[src/rtl/alu8_pkg.sv]
package alu8_pkg;

    localparam int ST_W  = 8;
    localparam int BIT_C = 0;
    localparam int BIT_Z = 1;
    localparam int BIT_V = 6;
    localparam int BIT_N = 7;

    typedef enum logic [2:0] {
        OP_ADD  = 3'd0,
        OP_SUB  = 3'd1,
        OP_INC  = 3'd2,
        OP_DEC  = 3'd3,
        OP_SHL  = 3'd4,
        OP_SHR  = 3'd5,
        OP_ROTL = 3'd6,
        OP_ROTR = 3'd7
    } alu_op_e;

    typedef struct packed {
        logic carry;
        logic carry_wr;
        logic ovf;
        logic ovf_wr;
    } flag_upd_t;

    function automatic logic is_arith(alu_op_e op);
        return (op == OP_ADD) || (op == OP_SUB);
    endfunction

endpackage

[src/rtl/alu8_addsub.sv]
module alu8_addsub #(
    parameter int W = 8
) (
    input  logic [W-1:0] acc,
    input  logic [W-1:0] opnd,
    input  logic         sub,
    input  logic         cin,
    output logic [W-1:0] sum,
    output logic         cout,
    output logic         ovf
);
    logic [W-1:0] addend;
    logic [W:0]   wide;

    always_comb begin
        addend = sub ? ~opnd : opnd;
        wide   = {1'b0, acc} + {1'b0, addend} + {{W{1'b0}}, cin};
        sum    = wide[W-1:0];
        cout   = wide[W];
        ovf    = (acc[W-1] == addend[W-1]) && (sum[W-1] != acc[W-1]);
    end
endmodule

[src/rtl/alu8_unary.sv]
module alu8_unary
    import alu8_pkg::*;
#(
    parameter int W = 8
) (
    input  alu_op_e      op,
    input  logic [W-1:0] opnd,
    input  logic         cin,
    output logic [W-1:0] value,
    output logic         cout
);
    always_comb begin
        value = opnd;
        cout  = cin;
        unique case (op)
            OP_INC:  value = opnd + {{(W-1){1'b0}}, 1'b1};
            OP_DEC:  value = opnd - {{(W-1){1'b0}}, 1'b1};
            OP_SHL:  begin value = {opnd[W-2:0], 1'b0}; cout = opnd[W-1]; end
            OP_SHR:  begin value = {1'b0, opnd[W-1:1]}; cout = opnd[0];   end
            OP_ROTL: begin value = {opnd[W-2:0], cin};  cout = opnd[W-1]; end
            OP_ROTR: begin value = {cin, opnd[W-1:1]};  cout = opnd[0];   end
            default: begin value = opnd; cout = cin; end
        endcase
    end
endmodule

[src/rtl/alu8_status_reg.sv]
module alu8_status_reg
    import alu8_pkg::*;
#(
    parameter logic [ST_W-1:0] RESET_VAL = '0
) (
    input  logic            clk,
    input  logic            rst,
    input  logic            load,
    input  logic [ST_W-1:0] load_val,
    input  logic            upd,
    input  flag_upd_t       fu,
    input  logic            zero,
    input  logic            neg,
    output logic [ST_W-1:0] status
);
    always_ff @(posedge clk) begin
        if (rst) begin
            status <= RESET_VAL;
        end else if (load) begin
            status <= load_val;
        end else if (upd) begin
            status[BIT_Z] <= zero;
            status[BIT_N] <= neg;
            if (fu.carry_wr) status[BIT_C] <= fu.carry;
            if (fu.ovf_wr)   status[BIT_V] <= fu.ovf;
        end
    end

    AST_CTRL_BITS_KEEP: assert property (@(posedge clk) disable iff (rst)
        (!load && upd) |=> (status[5:2] == $past(status[5:2])));

    AST_HOLD_IDLE: assert property (@(posedge clk) disable iff (rst)
        (!load && !upd) |=> $stable(status));

    AST_LOAD_WINS: assert property (@(posedge clk) disable iff (rst)
        load |=> (status == $past(load_val)));
endmodule

[src/rtl/alu8_status.sv]
module alu8_status
    import alu8_pkg::*;
#(
    parameter int W = 8
) (
    input  logic            clk,
    input  logic            rst,
    input  logic            op_valid,
    input  logic [2:0]      op_sel,
    input  logic [W-1:0]    acc_in,
    input  logic [W-1:0]    data_in,
    input  logic            st_load,
    input  logic [ST_W-1:0] st_wdata,
    output logic            res_valid,
    output logic [W-1:0]    res_out,
    output logic [ST_W-1:0] status_out
);
    alu_op_e   op;
    logic      cin;
    logic      go;
    logic [W-1:0] as_sum, un_val, nxt_val;
    logic      as_cout, as_ovf, un_cout;
    flag_upd_t fu;

    assign op  = alu_op_e'(op_sel);
    assign cin = status_out[BIT_C];
    assign go  = op_valid && !st_load;

    alu8_addsub #(.W(W)) u_addsub (
        .acc (acc_in),
        .opnd(data_in),
        .sub (op == OP_SUB),
        .cin (cin),
        .sum (as_sum),
        .cout(as_cout),
        .ovf (as_ovf)
    );

    alu8_unary #(.W(W)) u_unary (
        .op   (op),
        .opnd (data_in),
        .cin  (cin),
        .value(un_val),
        .cout (un_cout)
    );

    always_comb begin
        if (is_arith(op)) begin
            nxt_val     = as_sum;
            fu.carry    = as_cout;
            fu.carry_wr = 1'b1;
            fu.ovf      = as_ovf;
            fu.ovf_wr   = 1'b1;
        end else begin
            nxt_val     = un_val;
            fu.carry    = un_cout;
            fu.carry_wr = !((op == OP_INC) || (op == OP_DEC));
            fu.ovf      = 1'b0;
            fu.ovf_wr   = 1'b0;
        end
    end

    alu8_status_reg u_status (
        .clk     (clk),
        .rst     (rst),
        .load    (st_load),
        .load_val(st_wdata),
        .upd     (go),
        .fu      (fu),
        .zero    (nxt_val == '0),
        .neg     (nxt_val[W-1]),
        .status  (status_out)
    );

    always_ff @(posedge clk) begin
        if (rst) begin
            res_valid <= 1'b0;
            res_out   <= '0;
        end else begin
            res_valid <= go;
            if (go) res_out <= nxt_val;
        end
    end

    AST_VALID_FOLLOWS: assert property (@(posedge clk) disable iff (rst)
        go |=> res_valid);

    AST_NO_SPURIOUS: assert property (@(posedge clk) disable iff (rst)
        !go |=> !res_valid);

    AST_ZERO_FLAG: assert property (@(posedge clk) disable iff (rst)
        res_valid |-> (status_out[BIT_Z] == (res_out == '0)));

    AST_NEG_FLAG: assert property (@(posedge clk) disable iff (rst)
        res_valid |-> (status_out[BIT_N] == res_out[W-1]));

    AST_INCDEC_CARRY: assert property (@(posedge clk) disable iff (rst)
        (go && (op == OP_INC || op == OP_DEC)) |=>
        (status_out[BIT_C] == $past(status_out[BIT_C])));

    AST_UNARY_OVF: assert property (@(posedge clk) disable iff (rst)
        (go && !is_arith(op)) |=>
        (status_out[BIT_V] == $past(status_out[BIT_V])));
endmodule

[config.mk]
export PLATFORM = sky130hd
export DESIGN_NAME = alu8_status
export DESIGN_NICKNAME = d
export VERILOG_FILES = /design/src/rtl/alu8_pkg.sv /design/src/rtl/alu8_addsub.sv /design/src/rtl/alu8_unary.sv /design/src/rtl/alu8_status_reg.sv /design/src/rtl/alu8_status.sv
export SDC_FILE = /design/constraint.sdc
export NUM_CORES = 1
export LEC_CHECK = 0
export ABC_AREA = 1
export ABC_CLOCK_PERIOD_IN_PS = 4350
export BUFFER_PORTS_ARGS = -buffer_cell sky130_fd_sc_hd__clkbuf_2
export CAP_MARGIN = 5
export CELL_PAD_IN_SITES_DETAIL_PLACEMENT = 1
export CELL_PAD_IN_SITES_GLOBAL_PLACEMENT = 1
export CORE_MARGIN = 3
export CORE_UTILIZATION = 40
export CTS_CLUSTER_DIAMETER = 60
export DETAILED_ROUTE_END_ITERATION = 8
export PLACE_DENSITY = 0.95
export SLEW_MARGIN = 20
export SYNTH_ARGS = -nofsm -noshare
export SYNTH_HDL_FRONTEND = slang
export SYNTH_HIERARCHICAL = 1
export SYNTH_SLANG_ARGS = --single-unit
[constraint.sdc]
create_clock -name clk -period 4.35 [get_ports clk]
set_input_delay 0.87 -clock clk [delete_from_list [all_inputs] [get_ports clk]]
set_output_delay 0.87 -clock clk [all_outputs]
set_load 0.01 [all_outputs]
==> results.sh, run 1 <==
export IMPL_numCtsBuffers=3
export IMPL_rows=25
export IMPL_yosys_most_used_dff="dfxtp_1"
export IMPL_grt_max_degree=19
export IMPL_synth_cell_area_sq_um=2030
export IMPL_post_cts_resize_count=0
export IMPL_die_w_microns=77.2
export IMPL_cts_tree="yes"
export IMPL_synth_distinct_cells=37
export IMPL_design_area_sq_um=2350
export IMPL_fillCellCount=730
export IMPL_overflow=0
export IMPL_startpoint="op_sel[1]"
export IMPL_clkSinkCount=17
export IMPL_cp_endpoint="u_status/status[1]"
export IMPL_antenna_found_initial=0
export IMPL_power_density_nw_per_um2=230
export IMPL_slew_violations=0
export IMPL_cts_max_level=1
export IMPL_dr_pass1_iters=4
export IMPL_wl_per_cell_microns=12.9
export IMPL_dp_cells=447
export IMPL_placed_area_sq_um=2310
export IMPL_dieArea_sq_um=5950
export IMPL_area_growth_pct=16.1
export IMPL_ir_worst_vdd_uv=88.4
export IMPL_crit_path_frequent_cell="nand2_1"
export IMPL_ctsRootBufferMaster="clkbuf_8"
export IMPL_layout_drive_gt1_share_pct=20.8
export IMPL_r2r_end="u_status/status[1]"
export IMPL_clockBufferDepth=2
export IMPL_drcViolationCount=0
export IMPL_max_freq_mhz=297
export IMPL_path_cells="clkbuf_2, inv_1, nand2_1, nor2_1, buf_4, xnor2_1, fa_1, fa_1, o21ai_2, nand2_1, nand3_1, nand2_1, nand2_1, nand2_1, nor2_1, nand2_1, nor2_1, nand3_1, nand3_1, nand2_1, inv_1"
export IMPL_cts_setup_buffers=0
export IMPL_synth_avg_cell_area_sq_um=6.01
export IMPL_start_util_pct=42.1
export IMPL_slowest_delay_ns=0.44
export IMPL_dr_total_vias=2235
export IMPL_grt_pass1_wl_microns=10300
export IMPL_period_share_pct=77.4
export IMPL_setup_violations=0
export IMPL_grt_total_usage_pct=20.5
export IMPL_synth_edf_count=0
export IMPL_fp_dieH_microns=77.2
export IMPL_gpl_final_weighted_congestion=0.815
export IMPL_mostFrequentLayoutCells="nand2_1 (103), inv_1 (58), clkbuf_2 (47), nor2_1 (27), nand3_1 (22)"
export IMPL_synth_async_reset_ratio_pct=0
export IMPL_port_buffers=47
export IMPL_synth_top_area_share_pct=19.1
export IMPL_ff2ff_setup_slack_ns=1.92
export IMPL_layout_cells_non_filler=451
export IMPL_reg2reg_from="u_status/status[0]"
export IMPL_fin_setup_tns_ns=0
export IMPL_via_per_inst=4.96
export IMPL_nets=428
export IMPL_drtIter0Drc=62
export IMPL_ys_seq_area_share_pct=16.8
export IMPL_hold_viol_final=0
export IMPL_drt_wl_total_microns=5810
export IMPL_drv_cap=0
export IMPL_synth_nets=380
export IMPL_p_leak_nw=1.39
export IMPL_relSlewSlack_pct=61.7
export IMPL_status="complete, no violations"
export IMPL_clkSlewWorstSetupHoldPaths_ns=0.07
export IMPL_diodes=0
export IMPL_yosys_area_top_type="nand2_1"
export IMPL_slowest_stage="fa_1"
export IMPL_antenna_left=0
export IMPL_grt_pass1_vias=2340
export IMPL_layout_commonest_cell="nand2_1"
export IMPL_postSynthCellCount=337
export IMPL_period_needed_ns=3.37
export IMPL_yosysWarnings=6
export IMPL_worstPathArrival_ns=3.57
export IMPL_hold_buffers=0
export IMPL_clk_latency_ns=0.25
export IMPL_hp_class="flop to flop"
export IMPL_r2r_cells=16
export IMPL_synthTopCellsByArea="nand2_1 (19%), dfxtp_1 (17%), inv_1 (11%)"
export IMPL_rsz0062_at_grt="false"
export IMPL_worst_pin_slew_ns=0.574
export IMPL_critPathMaxFanout=8
export IMPL_worstPathRequired_ns=4.56
export IMPL_startpoint_type="input port"
export IMPL_path_class="input port to flop"
export IMPL_synth_seq_cells=17
export IMPL_core_area_sq_um=4820
export IMPL_skew_ns=0.00705
export IMPL_hpwl_microns=4990
export IMPL_io_pins=48
export IMPL_endpoint_kind="flop"
==> worst max-delay path, delay by kind of cell <==
kind | cells | cell delay (ns)
AND/OR/NAND/NOR | 13 | 0.91
AO/OA/AOI/OAI | 1 | 0.21
adder cells (fa/ha/maj) | 2 | 0.85
buffers and inverters | 4 | 0.58
XOR/XNOR | 1 | 0.14
==> flip-flops by register name (all words and copies together) (netlist names) <==
register and count:
u_status/status 8, res_valid 1, res_out 8
==> final cells by class <==
cell class,count,area [sq um],area share (%)
well taps,67,83.8,3.57
inverters,64,240,10.2
multi-input cells,251,1400,59.5
repair buffers,48,243,10.3
flip-flops and latches,17,340,14.5
clock buffers,4,45.0,1.92
==> synthesized netlist by cell type, drive strengths merged, types with 2 or more instances <==
master	n
a21oi	18
a22oi	4
buf	5
dfxtp	17
fa	2
ha	10
inv	64
nand2	116
nand3	23
nand3b	3
nand4	2
nor2	29
o211ai	3
o21ai	17
o21bai	2
o221ai	2
or2	2
xnor2	4
xor2	10
==> cells by family (layout without fill, tap and decap cells) <==
group,count (synthesis),after routing,share of synthesized area [%]
AO/OA/AOI/OAI,49,49,15.7
buffers and inverters,69,116,14.1
adder cells (fa/ha/maj),12,12,8.15
flip-flops,17,17,16.8
XOR/XNOR,14,14,6.05
AND/OR/NAND/NOR,176,176,39.2
==> per-stage QoR <==
stage	hold slack (ns)	util, %	setup WS, ns	power [mW]
after floorplan	0.533	-	1.20	0.351
after global placement	0.477	47.9	0.806	0.414
after detailed placement	0.494	47.9	0.705	0.428
after CTS	0.511	48.8	0.971	0.548
after global routing	0.571	48.8	0.718	0.590
final	0.508	48.8	0.981	0.542
==> worst min path at each step <==
stage	start	end	cells after the start
after floorplan	u_status/status[3]	u_status/status[3]	2
after global placement	u_status/status[4]	u_status/status[4]	2
after detailed placement	u_status/status[4]	u_status/status[4]	2
after CTS	u_status/status[4]	u_status/status[4]	2
after global routing	u_status/status[5]	u_status/status[5]	2
final	u_status/status[4]	u_status/status[4]	2
==> power by group <==
part	leakage (nW)	switching (mW)	internal [mW]	total, mW
Clock	0.0228	0.0530	0.0650	0.118
Sequential	0.141	0.00540	0.167	0.172
Combinational	1.23	0.158	0.0931	0.251
Total	1.39	0.217	0.325	0.542
==> routing by layer <==
layer / global-route usage (%) / vias to the layer above / part of all wire [%]
li1: - / 1149 / -
met1: 23.9 / 1043 / 43
met2: 40.2 / 39 / 54
met3: 1.41 / 4 / 2.8
met4: 4.27 / 0 / 0.89
met5: 0 / - / 0
Note: power is estimated with default switching activity, not from simulation.
==> run 2, diff against run 1 <==
--- a/config.mk
+++ b/config.mk
@@ -5,17 +5,17 @@
 export SDC_FILE = /design/constraint.sdc
 export NUM_CORES = 1
 export LEC_CHECK = 0
-export ABC_AREA = 1
-export ABC_CLOCK_PERIOD_IN_PS = 4350
+export ABC_AREA = 0
+export ABC_CLOCK_PERIOD_IN_PS = 2900
 export BUFFER_PORTS_ARGS = -buffer_cell sky130_fd_sc_hd__clkbuf_2
 export CAP_MARGIN = 5
 export CELL_PAD_IN_SITES_DETAIL_PLACEMENT = 1
 export CELL_PAD_IN_SITES_GLOBAL_PLACEMENT = 1
 export CORE_MARGIN = 3
-export CORE_UTILIZATION = 40
+export CORE_UTILIZATION = 36
 export CTS_CLUSTER_DIAMETER = 60
 export DETAILED_ROUTE_END_ITERATION = 8
-export PLACE_DENSITY = 0.95
+export PLACE_DENSITY = 0.87
 export SLEW_MARGIN = 20
 export SYNTH_ARGS = -nofsm -noshare
 export SYNTH_HDL_FRONTEND = slang
==> constraint.sdc (replaced) <==
create_clock -name clk -period 2.9 [get_ports clk]
set_input_delay 0.58 -clock clk [delete_from_list [all_inputs] [get_ports clk]]
set_output_delay 0.58 -clock clk [all_outputs]
set_load 0.01 [all_outputs]
==> run 2 against run 1 <==
Compared with the run above: the flow now finishes with violations (setup timing); largest cell class unchanged; synthesized area up 0.12%; register-to-register slack worse by 1.8 ns; core utilization grew 5.2 points; combinational power is 120% higher; clock power grew 49%; worst hold slack worse by 0.0068 ns; clock skew is 0.0044 ns lower; total power is 81% higher; sequential share of layout area is 2.5 points lower; via count fell by 0.54%; die area up 10%; largest power group unchanged; highest routed layer unchanged; cell count decreased by 12%.
==> results.sh, run 2 <==
export IMPL_status="complete, but fails checks"
export IMPL_violations="setup timing"
export IMPL_r2r_cells=12
export IMPL_rsz0062_at_grt="true"
export IMPL_yosys_area_top_type="dfxtp_1"
export IMPL_path_cells="clkbuf_16, nor2_8, and2_4, xnor2_2, fa_2, fa_2, nor2b_4, o31a_1, o31ai_2, a21boi_2, nor4_2, nand3_1, o21ai_1, mux2i_1, a211oi_2"
export IMPL_power_density_nw_per_um2=344
export IMPL_drtIter0Drc=74
export IMPL_worstPathRequired_ns=3.05
export IMPL_grt_pass1_wl_microns=11000
export IMPL_clkSlewWorstSetupHoldPaths_ns=0.07
export IMPL_yosys_most_used_dff="dfxtp_1"
export IMPL_critPathMaxFanout=3
export IMPL_crit_family="simple AND/OR/NAND/NOR gates"
export IMPL_clk_latency_ns=0.25
export IMPL_crit_path_frequent_cell="fa_2"
export IMPL_hpwl_microns=5350
export IMPL_synth_most_common_cell="nor2_1"
export IMPL_ff2ff_setup_slack_ns=0.08
export IMPL_nets=371
export IMPL_ys_seq_area_share_pct=16.8
export IMPL_slowest_stage="fa_2"
export IMPL_synth_cell_area_sq_um=2030
export IMPL_antenna_left=0
export IMPL_grt_use_met2_pct=40.9
export IMPL_synth_nets=287
export IMPL_wl_per_cell_microns=18.4
export IMPL_grt_busiest_layer="met2"
export IMPL_ys_top_cells_by_count="nor2_1 (23), dfxtp_1 (17), o21ai_0 (16)"
export IMPL_clkSinkCount=17
export IMPL_dr_total_vias=2223
export IMPL_antenna_found_initial=0
export IMPL_hold_end="u_status/status[3]"
export IMPL_period_share_pct=110
export IMPL_met3_usage_pct=1.66
export IMPL_drcViolationCount=0
export IMPL_dr_pass1_iters=5
export IMPL_hold_viol_final=0
export IMPL_core_area_sq_um=5270
export IMPL_place_ws_ns=-0.447
export IMPL_fillCellCount=657
export IMPL_layout_drive_gt1_share_pct=45.3
export IMPL_path_class="input port to flop"
export IMPL_ir_worst_vdd_uv=190
export IMPL_synth_top_area_share_pct=16.8
export IMPL_start_util_pct=38.5
export IMPL_grt_max_degree=24
export IMPL_worst_pin_slew_ns=0.470
export IMPL_whs_path_depth=2
export IMPL_port_buffers=47
export IMPL_cp_num_buf_inv=1
export IMPL_cts_tree="yes"
export IMPL_overflow=0
export IMPL_worstPathArrival_ns=3.33
export IMPL_slew_violations=0
export IMPL_setup_violations=1
export IMPL_gpl_final_weighted_congestion=0.843
export IMPL_reg2reg_from="u_status/status[0]"
export IMPL_synth_edf_count=0
export IMPL_synth_async_reset_ratio_pct=0
export IMPL_slowest_delay_ns=0.39
export IMPL_skew_ns=0.00270
export IMPL_hp_class="flop to flop"
export IMPL_yosysWarnings=6
export IMPL_synth_avg_cell_area_sq_um=8.31
export IMPL_grt_pass1_vias=2279
export IMPL_grt_util_met1_pct=24.6
export IMPL_hold_buffers=0
export IMPL_reg_top3="res_out (8), u_status/status (8), res_valid (1)"
export IMPL_grt_total_usage_pct=21.2
export IMPL_io_pins=48
export IMPL_synthTopCellsByArea="dfxtp_1 (17%), ha_1 (6.2%), mux2i_1 (5.4%)"
export IMPL_period_needed_ns=3.18
export IMPL_synth_distinct_cells=64
export IMPL_synth_seq_cells=17
export IMPL_worst_slack_ns=-0.282
export IMPL_clockBufferDepth=2
export IMPL_relSlewSlack_pct=68.4
export IMPL_p_total_uw=979
export IMPL_startpoint_type="input port"
export IMPL_diodes=0
export IMPL_numCtsBuffers=3
export IMPL_dieArea_sq_um=6570
export IMPL_mostFrequentLayoutCells="buf_4 (47), clkbuf_2 (45), nor2_1 (23), dfxtp_1 (17)"
export IMPL_drt_wl_total_microns=7300
export IMPL_cts_max_level=1
export IMPL_r2r_end="u_status/status[1]"
export IMPL_layout_commonest_cell="buf_4"
export IMPL_drv_cap=0
export IMPL_rows=26
export IMPL_fin_util_pct=54.0
export IMPL_area_growth_pct=40.3
export IMPL_die_w_microns=81.1
export IMPL_via_per_inst=5.60
export IMPL_postSynthCellCount=244
export IMPL_endpoint_kind="flop"
export IMPL_fp_dieH_microns=81.1
export IMPL_p_leak_nw=1.26
export IMPL_ctsRootBufferMaster="clkbuf_8"
export IMPL_min_from="u_status/status[3]"
export IMPL_max_freq_mhz=314
## run 2: cell families (layout without fill, tap and decap cells)
family	count (synthesis)	in the layout	share of synthesized area (%)
DFF	17	17	16.8
AOI/OAI and AO/OA	67	67	27.1
and+or+nand+nor	88	88	24.2
buffers and inverters	31	114	9.75
adders and majority gates	12	12	8.14
xor gates and xnor gates	13	13	5.61
muxes	16	16	8.39
## run 2: area by class of cell
cell class                 count  area, sq um  share of cell area, %
inverter                      13         48.8                   1.71
tap                           70         87.6                   3.08
clock buffer                   4         45.0                   1.58
sequential                    17          340                   12.0
timing repair buffer          97          654                   23.0
multi-input combinational    196         1670                   58.7
## run 2: how the worst max path moves through the flow
stage                         end       from  cells past startpoint
3_5_place_dp   u_status/status[1]  op_sel[2]                     15
3_3_place_gp   u_status/status[1]  op_sel[2]                     13
4_1_cts        u_status/status[1]  op_sel[1]                     16
6_report       u_status/status[1]  op_sel[1]                     15
2_1_floorplan  u_status/status[1]  op_sel[2]                     17
5_1_grt        u_status/status[1]  op_sel[1]                     15
## run 2: through the flow
stage,hold WS [ns],cells,TNS (ns),instance area (sq um)
2_1_floorplan,0.518,244,-0.665,2070
3_3_place_gp,0.474,385,-0.952,2530
3_5_place_dp,0.491,385,-1.55,2530
4_1_cts,0.510,394,-0.0965,2690
5_1_grt,0.533,397,-0.545,2850
6_report,0.501,397,-0.282,2850
## run 2: timing repair
item	CTS	global route
endpoints found under the setup margin	2	5
pin swaps	14	8
setup buffers	5	3
gates resized for setup	15	19
## run 2: layer usage
metal	wire length, microns	up-vias
li1	-	1053
met1	2970	1099
met2	3930	55
met3	215	16
met4	182	0
met5	0	-
## run 2: where the power goes
group | internal (mW) | switching, mW | leakage, nW
clock network | 0.0973 | 0.0786 | 0.0228
registers | 0.250 | 0.00944 | 0.141
logic | 0.266 | 0.278 | 1.09
## run 2: worst reg2reg max path, delay by kind of cell (launching register included)
kind | cells | cell delay (ns)
AO/OA/AOI/OAI | 5 | 0.80
adder cells (fa/ha/maj) | 2 | 0.76
buffers and inverters | 1 | 0.08
flip-flops | 1 | 0.37
multiplexers | 1 | 0.12
AND/OR/NAND/NOR | 3 | 0.60
